==> config.mk <==
export PLATFORM = sky130hd
export DESIGN_NAME = dma_channel
export DESIGN_NICKNAME = d
export VERILOG_FILES = /design/src/rtl/dma_pkg.sv /design/src/rtl/dma_fifo.sv /design/src/rtl/dma_cfg_regs.sv /design/src/rtl/dma_ctrl.sv /design/src/rtl/dma_channel.sv
export SDC_FILE = /design/constraint.sdc
export NUM_CORES = 1
export LEC_CHECK = 0
export CAP_MARGIN = 0
export CORE_ASPECT_RATIO = 0.6
export CORE_MARGIN = 2
export CORE_UTILIZATION = 25
export CTS_CLUSTER_DIAMETER = 30
export DETAILED_ROUTE_END_ITERATION = 6
export GPL_TIMING_DRIVEN = 0
export PLACE_DENSITY = 0.37
export SYNTH_ARGS = -nofsm -noshare
export SYNTH_HDL_FRONTEND = slang
export SYNTH_SLANG_ARGS = --single-unit
==> constraint.sdc <==
create_clock -name clk -period 7.7 [get_ports clk]
set_clock_uncertainty 0.1 [all_clocks]
set_input_delay 1.925 -clock clk [delete_from_list [all_inputs] [get_ports clk]]
set_output_delay 1.925 -clock clk [all_outputs]
set_load 0.02 [all_outputs]
==> src/rtl/dma_pkg.sv <==
`timescale 1ns/1ps
package dma_pkg;
  localparam int WORD_BYTES = 4;

  localparam logic [2:0] REG_SRC    = 3'd0;
  localparam logic [2:0] REG_DST    = 3'd1;
  localparam logic [2:0] REG_TOTAL  = 3'd2;
  localparam logic [2:0] REG_CTRL   = 3'd3;
  localparam logic [2:0] REG_STATUS = 3'd4;

  localparam int CTRL_INC_BIT = 4;
  localparam int CTRL_EN_BIT  = 8;

  typedef enum logic [2:0] {
    ST_IDLE, ST_ARM, ST_GRANT, ST_READ, ST_WRITE, ST_FIN
  } dma_state_t;
endpackage

==> src/rtl/dma_fifo.sv <==
`timescale 1ns/1ps
module dma_fifo #(
  parameter int DW    = 32,
  parameter int DEPTH = 16,
  localparam int PW   = (DEPTH > 1) ? $clog2(DEPTH) : 1,
  localparam int LW   = $clog2(DEPTH) + 1
) (
  input  logic          clk,
  input  logic          rst_n,
  input  logic          push,
  input  logic [DW-1:0] din,
  input  logic          pop,
  output logic [DW-1:0] dout,
  output logic          full,
  output logic          empty,
  output logic [LW-1:0] level
);
  logic [DW-1:0] mem [DEPTH];
  logic [PW-1:0] wptr, rptr;

  function automatic logic [PW-1:0] wrap_inc(input logic [PW-1:0] p);
    return (p == PW'(DEPTH - 1)) ? '0 : p + 1'b1;
  endfunction

  assign full  = (level == LW'(DEPTH));
  assign empty = (level == '0);
  assign dout  = mem[rptr];

  always_ff @(posedge clk) begin
    if (push) mem[wptr] <= din;
  end

  always_ff @(posedge clk or negedge rst_n) begin
    if (!rst_n) begin
      wptr  <= '0;
      rptr  <= '0;
      level <= '0;
    end else begin
      if (push) wptr <= wrap_inc(wptr);
      if (pop)  rptr <= wrap_inc(rptr);
      case ({push, pop})
        2'b10:   level <= level + 1'b1;
        2'b01:   level <= level - 1'b1;
        default: level <= level;
      endcase
    end
  end

  p_no_overflow_r12: assert property (@(posedge clk) disable iff (!rst_n)
    full |-> !push);
  p_no_underflow_r12: assert property (@(posedge clk) disable iff (!rst_n)
    empty |-> !pop);
endmodule

==> src/rtl/dma_cfg_regs.sv <==
`timescale 1ns/1ps
module dma_cfg_regs
  import dma_pkg::*;
#(
  parameter int AW   = 32,
  parameter int CW   = 16,
  parameter int MAXB = 16,
  localparam int FBW = $clog2(MAXB),
  localparam int BLW = FBW + 1
) (
  input  logic          clk,
  input  logic          rst_n,
  input  logic          we,
  input  logic [2:0]    addr,
  input  logic [31:0]   wdata,
  input  logic          busy,
  input  logic          fin,
  output logic [AW-1:0] src,
  output logic [AW-1:0] dst,
  output logic [CW-1:0] words,
  output logic [BLW-1:0] blen,
  output logic          src_inc,
  output logic          enable,
  output logic          done
);
  logic cfg_open;
  logic clr_hit;

  function automatic logic [BLW-1:0] decode_blen(input logic [31:0] d);
    return BLW'(d[FBW-1:0]) + 1'b1;
  endfunction

  assign cfg_open = we && !busy;
  assign clr_hit  = we && (addr == REG_STATUS) && wdata[0];

  always_ff @(posedge clk or negedge rst_n) begin
    if (!rst_n) begin
      src <= '0; dst <= '0; words <= '0; blen <= BLW'(1);
      src_inc <= 1'b0; enable <= 1'b0; done <= 1'b0;
    end else begin
      if (cfg_open) begin
        case (addr)
          REG_SRC:   src   <= AW'(wdata);
          REG_DST:   dst   <= AW'(wdata);
          REG_TOTAL: words <= wdata[CW+1:2];
          REG_CTRL: begin
            blen    <= decode_blen(wdata);
            src_inc <= wdata[CTRL_INC_BIT];
          end
          default: ;
        endcase
      end
      if (fin) enable <= 1'b0;
      else if (cfg_open && addr == REG_CTRL) enable <= wdata[CTRL_EN_BIT];
      if (fin) done <= 1'b1;
      else if (clr_hit) done <= 1'b0;
    end
  end

  p_fin_disables_r8: assert property (@(posedge clk) disable iff (!rst_n)
    fin |=> (done && !enable));
  p_busy_dst_frozen_r10: assert property (@(posedge clk) disable iff (!rst_n)
    (busy && we && addr == REG_DST) |=> $stable(dst));
  p_clear_done_r9: assert property (@(posedge clk) disable iff (!rst_n)
    (clr_hit && !fin) |=> !done);
endmodule

==> src/rtl/dma_ctrl.sv <==
`timescale 1ns/1ps
module dma_ctrl
  import dma_pkg::*;
#(
  parameter int AW   = 32,
  parameter int DW   = 32,
  parameter int CW   = 16,
  parameter int MAXB = 16,
  localparam int BLW = $clog2(MAXB) + 1
) (
  input  logic           clk,
  input  logic           rst_n,
  input  logic           enable,
  input  logic [AW-1:0]  cfg_src,
  input  logic [AW-1:0]  cfg_dst,
  input  logic [CW-1:0]  cfg_words,
  input  logic [BLW-1:0] cfg_blen,
  input  logic           cfg_src_inc,
  input  logic           dreq,
  input  logic           bus_gnt,
  input  logic           m_ready,
  input  logic [DW-1:0]  fifo_dout,
  output logic           bus_req,
  output logic           m_valid,
  output logic           m_write,
  output logic [AW-1:0]  m_addr,
  output logic [DW-1:0]  m_wdata,
  output logic           fifo_push,
  output logic           fifo_pop,
  output logic           fin,
  output logic           busy,
  output logic [BLW-1:0] burst_take
);
  dma_state_t     state;
  logic [AW-1:0]  src_cur, dst_cur;
  logic [CW-1:0]  remain, remain_after;
  logic [BLW-1:0] blen_l, beat;
  logic           inc_l;
  logic           rd_fire, wr_fire, last_beat;

  function automatic logic [AW-1:0] step_addr(input logic [AW-1:0] a, input logic inc);
    return inc ? a + AW'(WORD_BYTES) : a;
  endfunction

  function automatic logic [BLW-1:0] chunk(input logic [CW-1:0] rem, input logic [BLW-1:0] bl);
    return (rem < CW'(bl)) ? BLW'(rem) : bl;
  endfunction

  assign busy         = (state != ST_IDLE);
  assign bus_req      = (state == ST_GRANT) || (state == ST_READ) || (state == ST_WRITE);
  assign m_valid      = (state == ST_READ) || (state == ST_WRITE);
  assign m_write      = (state == ST_WRITE);
  assign m_addr       = m_write ? dst_cur : src_cur;
  assign m_wdata      = fifo_dout;
  assign rd_fire      = (state == ST_READ) && m_ready;
  assign wr_fire      = (state == ST_WRITE) && m_ready;
  assign fifo_push    = rd_fire;
  assign fifo_pop     = wr_fire;
  assign fin          = (state == ST_FIN);
  assign last_beat    = (BLW'(beat + 1'b1) == burst_take);
  assign remain_after = remain - CW'(burst_take);

  always_ff @(posedge clk or negedge rst_n) begin
    if (!rst_n) begin
      state <= ST_IDLE; src_cur <= '0; dst_cur <= '0; remain <= '0;
      blen_l <= BLW'(1); inc_l <= 1'b0; beat <= '0; burst_take <= '0;
    end else begin
      case (state)
        ST_IDLE: if (enable) begin
          state   <= ST_ARM;
          src_cur <= cfg_src;
          dst_cur <= cfg_dst;
          remain  <= cfg_words;
          blen_l  <= cfg_blen;
          inc_l   <= cfg_src_inc;
        end
        ST_ARM: if (dreq) state <= ST_GRANT;
        ST_GRANT: if (bus_gnt) begin
          if (remain == '0) state <= ST_FIN;
          else begin
            state      <= ST_READ;
            burst_take <= chunk(remain, blen_l);
            beat       <= '0;
          end
        end
        ST_READ: if (rd_fire) begin
          src_cur <= step_addr(src_cur, inc_l);
          if (last_beat) begin
            state <= ST_WRITE;
            beat  <= '0;
          end else beat <= beat + 1'b1;
        end
        ST_WRITE: if (wr_fire) begin
          dst_cur <= step_addr(dst_cur, 1'b1);
          if (last_beat) begin
            remain <= remain_after;
            beat   <= '0;
            if (remain_after == '0) state <= ST_FIN;
            else begin
              state      <= ST_READ;
              burst_take <= chunk(remain_after, blen_l);
            end
          end else beat <= beat + 1'b1;
        end
        ST_FIN:  state <= ST_IDLE;
        default: state <= ST_IDLE;
      endcase
    end
  end

  p_hold_stalled_r7: assert property (@(posedge clk) disable iff (!rst_n)
    (m_valid && !m_ready) |=> (m_valid && $stable(m_write) && $stable(m_addr) && $stable(m_wdata)));
  p_req_needs_dreq_r2: assert property (@(posedge clk) disable iff (!rst_n)
    $rose(bus_req) |-> $past(dreq));
  p_release_at_end_r3: assert property (@(posedge clk) disable iff (!rst_n)
    $fell(bus_req) |-> fin);
  p_valid_with_grant_r2: assert property (@(posedge clk) disable iff (!rst_n)
    $rose(m_valid) |-> $past(bus_gnt));
endmodule

==> src/rtl/dma_channel.sv <==
`timescale 1ns/1ps
module dma_channel
  import dma_pkg::*;
#(
  parameter int AW   = 32,
  parameter int DW   = 32,
  parameter int CW   = 16,
  parameter int MAXB = 16,
  localparam int BLW = $clog2(MAXB) + 1
) (
  input  logic          clk,
  input  logic          rst_n,
  input  logic          cfg_we,
  input  logic [2:0]    cfg_addr,
  input  logic [31:0]   cfg_wdata,
  input  logic          dreq,
  output logic          bus_req,
  input  logic          bus_gnt,
  output logic          m_valid,
  output logic          m_write,
  output logic [AW-1:0] m_addr,
  output logic [DW-1:0] m_wdata,
  input  logic          m_ready,
  input  logic [DW-1:0] m_rdata,
  output logic          done,
  output logic          irq
);
  logic [AW-1:0]  r_src, r_dst;
  logic [CW-1:0]  r_words;
  logic [BLW-1:0] r_blen, take;
  logic           r_inc, r_en, busy, fin;
  logic           f_push, f_pop, f_full, f_empty;
  logic [DW-1:0]  f_dout;
  logic [BLW-1:0] f_level;

  dma_cfg_regs #(.AW(AW), .CW(CW), .MAXB(MAXB)) u_regs (
    .clk(clk), .rst_n(rst_n), .we(cfg_we), .addr(cfg_addr), .wdata(cfg_wdata),
    .busy(busy), .fin(fin), .src(r_src), .dst(r_dst), .words(r_words),
    .blen(r_blen), .src_inc(r_inc), .enable(r_en), .done(done)
  );

  dma_ctrl #(.AW(AW), .DW(DW), .CW(CW), .MAXB(MAXB)) u_ctrl (
    .clk(clk), .rst_n(rst_n), .enable(r_en), .cfg_src(r_src), .cfg_dst(r_dst),
    .cfg_words(r_words), .cfg_blen(r_blen), .cfg_src_inc(r_inc), .dreq(dreq),
    .bus_gnt(bus_gnt), .m_ready(m_ready), .fifo_dout(f_dout), .bus_req(bus_req),
    .m_valid(m_valid), .m_write(m_write), .m_addr(m_addr), .m_wdata(m_wdata),
    .fifo_push(f_push), .fifo_pop(f_pop), .fin(fin), .busy(busy), .burst_take(take)
  );

  dma_fifo #(.DW(DW), .DEPTH(MAXB)) u_fifo (
    .clk(clk), .rst_n(rst_n), .push(f_push), .din(m_rdata), .pop(f_pop),
    .dout(f_dout), .full(f_full), .empty(f_empty), .level(f_level)
  );

  assign irq = done;

  p_full_burst_r12: assert property (@(posedge clk) disable iff (!rst_n)
    $rose(m_write) |-> (f_level == take));
  p_drained_at_end_r12: assert property (@(posedge clk) disable iff (!rst_n)
    fin |-> f_empty);
  p_take_bounded_r6: assert property (@(posedge clk) disable iff (!rst_n)
    m_valid |-> (take != '0 && take <= r_blen && !f_full || m_write));
endmodule

==> results of run 1 <==
## layout by cell type (no fill, tap or decap), types with 43 or more instances in the layout
| cell | netlist | routed |
|---|---|---|
| o21ai_0 | 126 | 126 |
| nand3_1 | 43 | 43 |
| mux2i_1 | 106 | 106 |
| mux2_2 | 116 | 116 |
| nor2_1 | 102 | 101 |
| a21oi_1 | 144 | 144 |
| clkbuf_16 | 0 | 143 |
| nand2_1 | 231 | 231 |
| mux4_2 | 64 | 64 |
| clkdlybuf4s50_1 | 0 | 140 |
| dfrtp_1 | 193 | 193 |
| clkbuf_1 | 86 | 106 |
| edfxtp_1 | 512 | 512 |
## registers in the layout, summed over array words and instances (netlist names), 3 cells and up
| register | cells |
|---|---|
| u_fifo.rptr | 4 |
| u_fifo.mem | 512 |
| u_ctrl.src_cur | 32 |
| u_regs.words | 16 |
| u_ctrl.state | 3 |
| u_regs.dst | 32 |
| u_regs.src | 32 |
| u_fifo.wptr | 4 |
| u_ctrl.beat | 5 |
| u_regs.blen | 5 |
| u_ctrl.blen_l | 5 |
| u_ctrl.dst_cur | 32 |
| u_ctrl.burst_take | 5 |
| u_ctrl.remain | 16 |
## kinds of logic (layout without fill, tap and decap cells)
kind of cell / count (synthesis) / after routing / synth area share, %
adders and majority gates: 24 / 24 / 1.016
AOI/OAI and AO/OA: 458 / 458 / 9.611
DFF: 707 / 707 / 66.86
other: 0 / 5 / 0
xor gates and xnor gates: 17 / 17 / 0.4915
and+or+nand+nor: 492 / 492 / 7.413
muxes: 287 / 287 / 12.62
buffers and inverters: 146 / 573 / 1.982
## layer usage
layer,GRT usage (%),wire length [microns]
met1,25.72,53670
met2,21.51,40000
met3,4.313,6397
met4,4.887,1872
met5,0,15
## path summary, 6_finish.rpt
kind / startpoint / to / slack [ns] / cells past startpoint
min in group asynchronous: rst_n / u_regs.dst[20] / 1.09 / 2
min: u_regs.blen[0] / u_regs.blen[0] / 0.38 / 2
max in group asynchronous: rst_n / u_ctrl.blen_l[4] / 5.43 / 3
min reg2reg: u_regs.blen[0] / u_regs.blen[0] / 0.38 / 2
max reg2reg: u_ctrl.state[1] / u_fifo.mem[11][10] / 3.18 / 10
max: u_ctrl.state[2] / m_addr[11] / 0.94 / 10
## where the power goes
part           leakage, uW  switching (uW)  total (uW)  internal, uW
Combinational      0.00470            2880        4810          1930
Sequential         0.00707             421        5040          4620
Clock              0.00237            2150        6320          4170
## metrics by stage
stage	setup WS [ns]	instance area, sq um	setup TNS [ns]	util, %
3_3_place_gp	-4.635	33710	-1172.96	28.17
4_1_cts	0.8269	39140	0	32.71
5_1_grt	0.5415	39150	0	32.71
2_1_floorplan	2.300	30300	0	-
6_report	0.9403	39160	0	32.72
3_5_place_dp	1.654	34190	0	28.57
## worst max-delay path: stages (launching register included)
cell,delay [ns]
dfrtp_1,0.47
inv_1,0.16
or3_1,0.40
clkbuf_8,0.20
inv_2,0.13
clkbuf_1,0.55
clkbuf_1,0.68
buf_1,0.51
nand2_1,0.17
nand2_1,0.10
clkdlybuf4s50_1,0.61
## area by class of cell
class                      instances  area share, %
antenna                            5        0.03195
buffer                           124          1.326
clock buffer                     170          9.577
clock inverter                    90          3.077
inverter                          22         0.2109
multi-input combinational       1278          24.21
sequential                       707          51.74
tap                             1600          5.113
timing repair buffer             167          4.720
==> results.cfg, run 1 <==
[sta]
worst_slew_pin_slew_ns = 1.309
slew_viol_final = 0
rsz0062_at_grt = no
clock.fmax_mhz = 147.9
post-route-period-util_pct = 87.79
hold_ws_ns = 0.3832
maxSlewHeadroom_pct = 12.04
min_period_ns = 6.760
finalSetupViolCount = 0
hold_violations = 0

[setup_path]
end_kind = primary output
path_class = register to primary output
critPathArrivalTime_ns = 4.73
cp_max_fo = 10
cp.required_ns = 5.68
crit_path_start_kind = register

[grt]
track_usage_pct = 16.40
grt_max_degree = 100
grt_first_pass_wirelength_microns = 145300
grt_pass1_vias = 20280
grt_overflow = 0
antenna_found_initial = 7

[logic_synthesis]
yosys.area.top_type_share_pct = 50.75
synthFlopType = edfxtp_1
syn-num-nets = 2228
syn_area_sq_mm = 0.03030
yosysWarnings = 0
yosys.area.top_type = edfxtp_1
ys_top_cells_by_area = edfxtp_1 (51%), dfrtp_1 (16%), mux4_2 (4.8%)
syn-instance-count = 2131
synth_top_cells_by_count = edfxtp_1 (512), nand2_1 (231), dfrtp_1 (193)
synth_most_common_cell = edfxtp_1
synth_edf_count = 512
yosysUniqueCellTypes = 81
synth_seq_area_share_pct = 66.86
synth-async-reset-ratio_pct = 27.58
synth-seq-cells = 707
synth.avg_cell_area_sq_um = 14.22

[clocking]
numClockSinks = 707
postCtsHoldBufs = 0
cts_buffers = 142
clk_path_buf_depth = 3
tritoncts = done
cts_setup_buffers = 0
clk_pin_slew_ns = 0.04
postCtsResizedCells = 0
cts-root-buf = clkbuf_16
ctsHtreeMaxLevel = 4
clock_latency_ns = 0.74

[cells_and_area]
final-seq-area_sq_mm = 0.02026
drive_above_1_share_pct = 19.59
multi_input_area_sq_mm = 0.009479
fillers = 11790
final_cells = 4163
nNetsFinal = 2539
areaGrowthSynthToFinish_pct = 29.24

[floorplanning]
die-area_sq_mm = 0.1241
fp.dieW_microns = 453.4
rows = 98
core_sq_mm = 0.1197
start_util_pct = 25.31
chipHeight_microns = 273.6
io_pins = 142

[run]
max_cap_violations = 0

[power_and_ir_drop]
cellLeakagePower_uw = 0.01413
p_total_uw = 16160
peakVddDrop_uv = 171.4
powerDensity_mw_per_mm2 = 412.8

[routing]
drtIter0Drc = 1905
viasPerCell = 4.809
firstDrtPassIters = 6
drc = 0
routed-via-count = 20020
wl_microns = 102000
drtAntennaViolNets = 0
wl_per_cell_microns = 24.49

[status]
status = finished clean

[placed_design]
io_buffers = 141
place_inst = 3898
hpwl_microns = 70910
gp_congestion = 0.8467

[hold_path]
min_path_type = register to register
Power figures use the tool's default switching activity.
==> inputs of run 2 (changes only) <==
HOLD_SLACK_MARGIN = 0.08   (was not set)
==> results of run 2 <==
Same layout as run 1: the final DEF is identical, and so are final timing and power.
==> inputs of run 3 (changes only) <==
--- a/config.mk
+++ b/config.mk
@@ -10,3 +10,3 @@
 export CORE_MARGIN = 2
-export CORE_UTILIZATION = 25
+export CORE_UTILIZATION = 30
 export CTS_CLUSTER_DIAMETER = 30
@@ -15,3 +15,3 @@
 export HOLD_SLACK_MARGIN = 0.08
-export PLACE_DENSITY = 0.37
+export PLACE_DENSITY = 0.42
 export SYNTH_ARGS = -nofsm -noshare
==> constraint.sdc (replaced) <==
create_clock -name clk -period 7.7 [get_ports clk]
set_clock_uncertainty 0.1 [all_clocks]
set_input_delay 0.77 -clock clk [delete_from_list [all_inputs] [get_ports clk]]
set_output_delay 0.77 -clock clk [all_outputs]
set_load 0.02 [all_outputs]
==> results.cfg, run 3 (synthesis results as in run 1) <==
[floorplanning]
rows = 90
core_sq_mm = 0.1003
die-area_sq_mm = 0.1036
io_pins = 142
start_util_pct = 30.19
fp.dieW_microns = 414.3
chipHeight_microns = 250.2

[sta]
rsz0062_at_grt = no
worst_slew_pin_slew_ns = 1.324
min_period_ns = 5.528
clock.fmax_mhz = 180.9
setup-tns-final_ns = 0
maxSlewHeadroom_pct = 11.70
hold_ws_ns = 0.3745
finalSetupViolCount = 0
post-route-period-util_pct = 71.79
slew_viol_final = 0
hold_violations = 0

[clocking]
postCtsResizedCells = 0
clk_path_buf_depth = 3
numClockSinks = 707
cts_setup_buffers = 0
clk_pin_slew_ns = 0.05
cts-root-buf = clkbuf_16
postCtsHoldBufs = 1
cts_buffers = 135
clock_latency_ns = 0.72
tritoncts = done
ctsHtreeMaxLevel = 4

[cells_and_area]
layout_common_cells = edfxtp_1 (512), nand2_1 (231), dfrtp_1 (193)
top_register = u_fifo.mem
fillers = 9328
nNetsFinal = 2539
final_cells = 3888
drive_above_1_share_pct = 19.95
largest_reg_flops = 512
final_common_cell = edfxtp_1
areaGrowthSynthToFinish_pct = 28.05

[placed_design]
gp_congestion = 0.8867
place_inst = 3638
io_buffers = 141
hpwl_microns = 67530

[power_and_ir_drop]
powerDensity_mw_per_mm2 = 413.4
cellLeakagePower_uw = 0.01417
peakVddDrop_uv = 230.2
p_total_uw = 16040

[routing]
viasPerCell = 5.177
wl_microns = 96750
routed-via-count = 20130
drtIter0Drc = 2133
drtAntennaViolNets = 0
wl_per_cell_microns = 24.88
drc = 0
firstDrtPassIters = 5

[setup_path]
path_class = register to primary output
reg2reg_depth = 10
cp.required_ns = 6.83
critPathArrivalTime_ns = 4.66
end_kind = primary output
crit_path_start_kind = register
cp_max_fo = 10

[grt]
grt_first_pass_wirelength_microns = 138800
grt.busiest_layer = met1
grt_util_met3_pct = 3.886
grtUsageMet2_pct = 23.98
track_usage_pct = 18.56
grt_overflow = 0
grt_pass1_vias = 19720
antenna_found_initial = 5
grt_max_degree = 92
met1_usage_pct = 29.82

[run]
max_cap_violations = 0

[hold_path]
min_path_type = input pin to async pin

[status]
status = finished clean
-- run 3: through the flow --
| stage | util [%] | worst slack (ns) | instance area (sq um) |
|---|---|---|---|
| finish | 38.66 | 2.172 | 38790 |
| global route | 38.66 | 1.832 | 38790 |
| CTS | 38.66 | 2.021 | 38790 |
| detailed placement | 33.84 | 2.843 | 33950 |
| global placement | 33.26 | -3.211 | 33380 |
| floorplan | - | 3.108 | 30300 |
-- run 3: critical path, stage by stage, from the launching register on --
cell and delay (ns):
dfrtp_1 0.37, clkbuf_1 0.28, clkbuf_1 0.70, buf_2 0.48
buf_1 0.64, mux2i_1 0.15, a21oi_1 0.29, o21ai_0 0.12
nand2_1 0.23, clkdlybuf4s50_1 0.66
-- run 3: report_power, final --
part	internal, uW	total (uW)	switching, uW
sequential	4610	5050	433
clock	4170	6240	2070
combinational	1940	4750	2810
-- run 3: final cells by class --
| class | count | area (sq um) | area share (%) |
|---|---|---|---|
| Inverter | 22 | 82.58 | 0.2129 |
| Sequential cell | 707 | 20260 | 52.22 |
| Tap cell | 1334 | 1669 | 4.303 |
| Clock buffer | 156 | 3623 | 9.341 |
| Antenna cell | 2 | 5.005 | 0.01290 |
| Clock inverter | 91 | 1204 | 3.103 |
| Multi-Input combinational cell | 1278 | 9475 | 24.43 |
| Timing Repair Buffer | 174 | 1957 | 5.045 |
| Buffer | 124 | 519.2 | 1.339 |
-- run 3: worst paths after layout --
kind | from | to | slack [ns]
setup / recovery | u_fifo.rptr[0] | m_wdata[1] | 2.17
hold / removal | rst_n | u_ctrl.src_cur[20] | 0.37
setup reg to reg | u_ctrl.state[1] | u_fifo.mem[11][8] | 3.57
hold reg to reg | u_regs.blen[2] | u_ctrl.blen_l[2] | 0.37
max in group asynchronous | rst_n | u_regs.blen[0] | 5.88
min in group clk | u_regs.blen[2] | u_ctrl.blen_l[2] | 0.37
-- run 3: per-layer routing --
layer  wire (microns)  vias to the layer above
met5                0                        -
met4             1996                        0
met3             6415                      124
met2            37810                      724
met1            50530                    10410
li1                 -                     8869
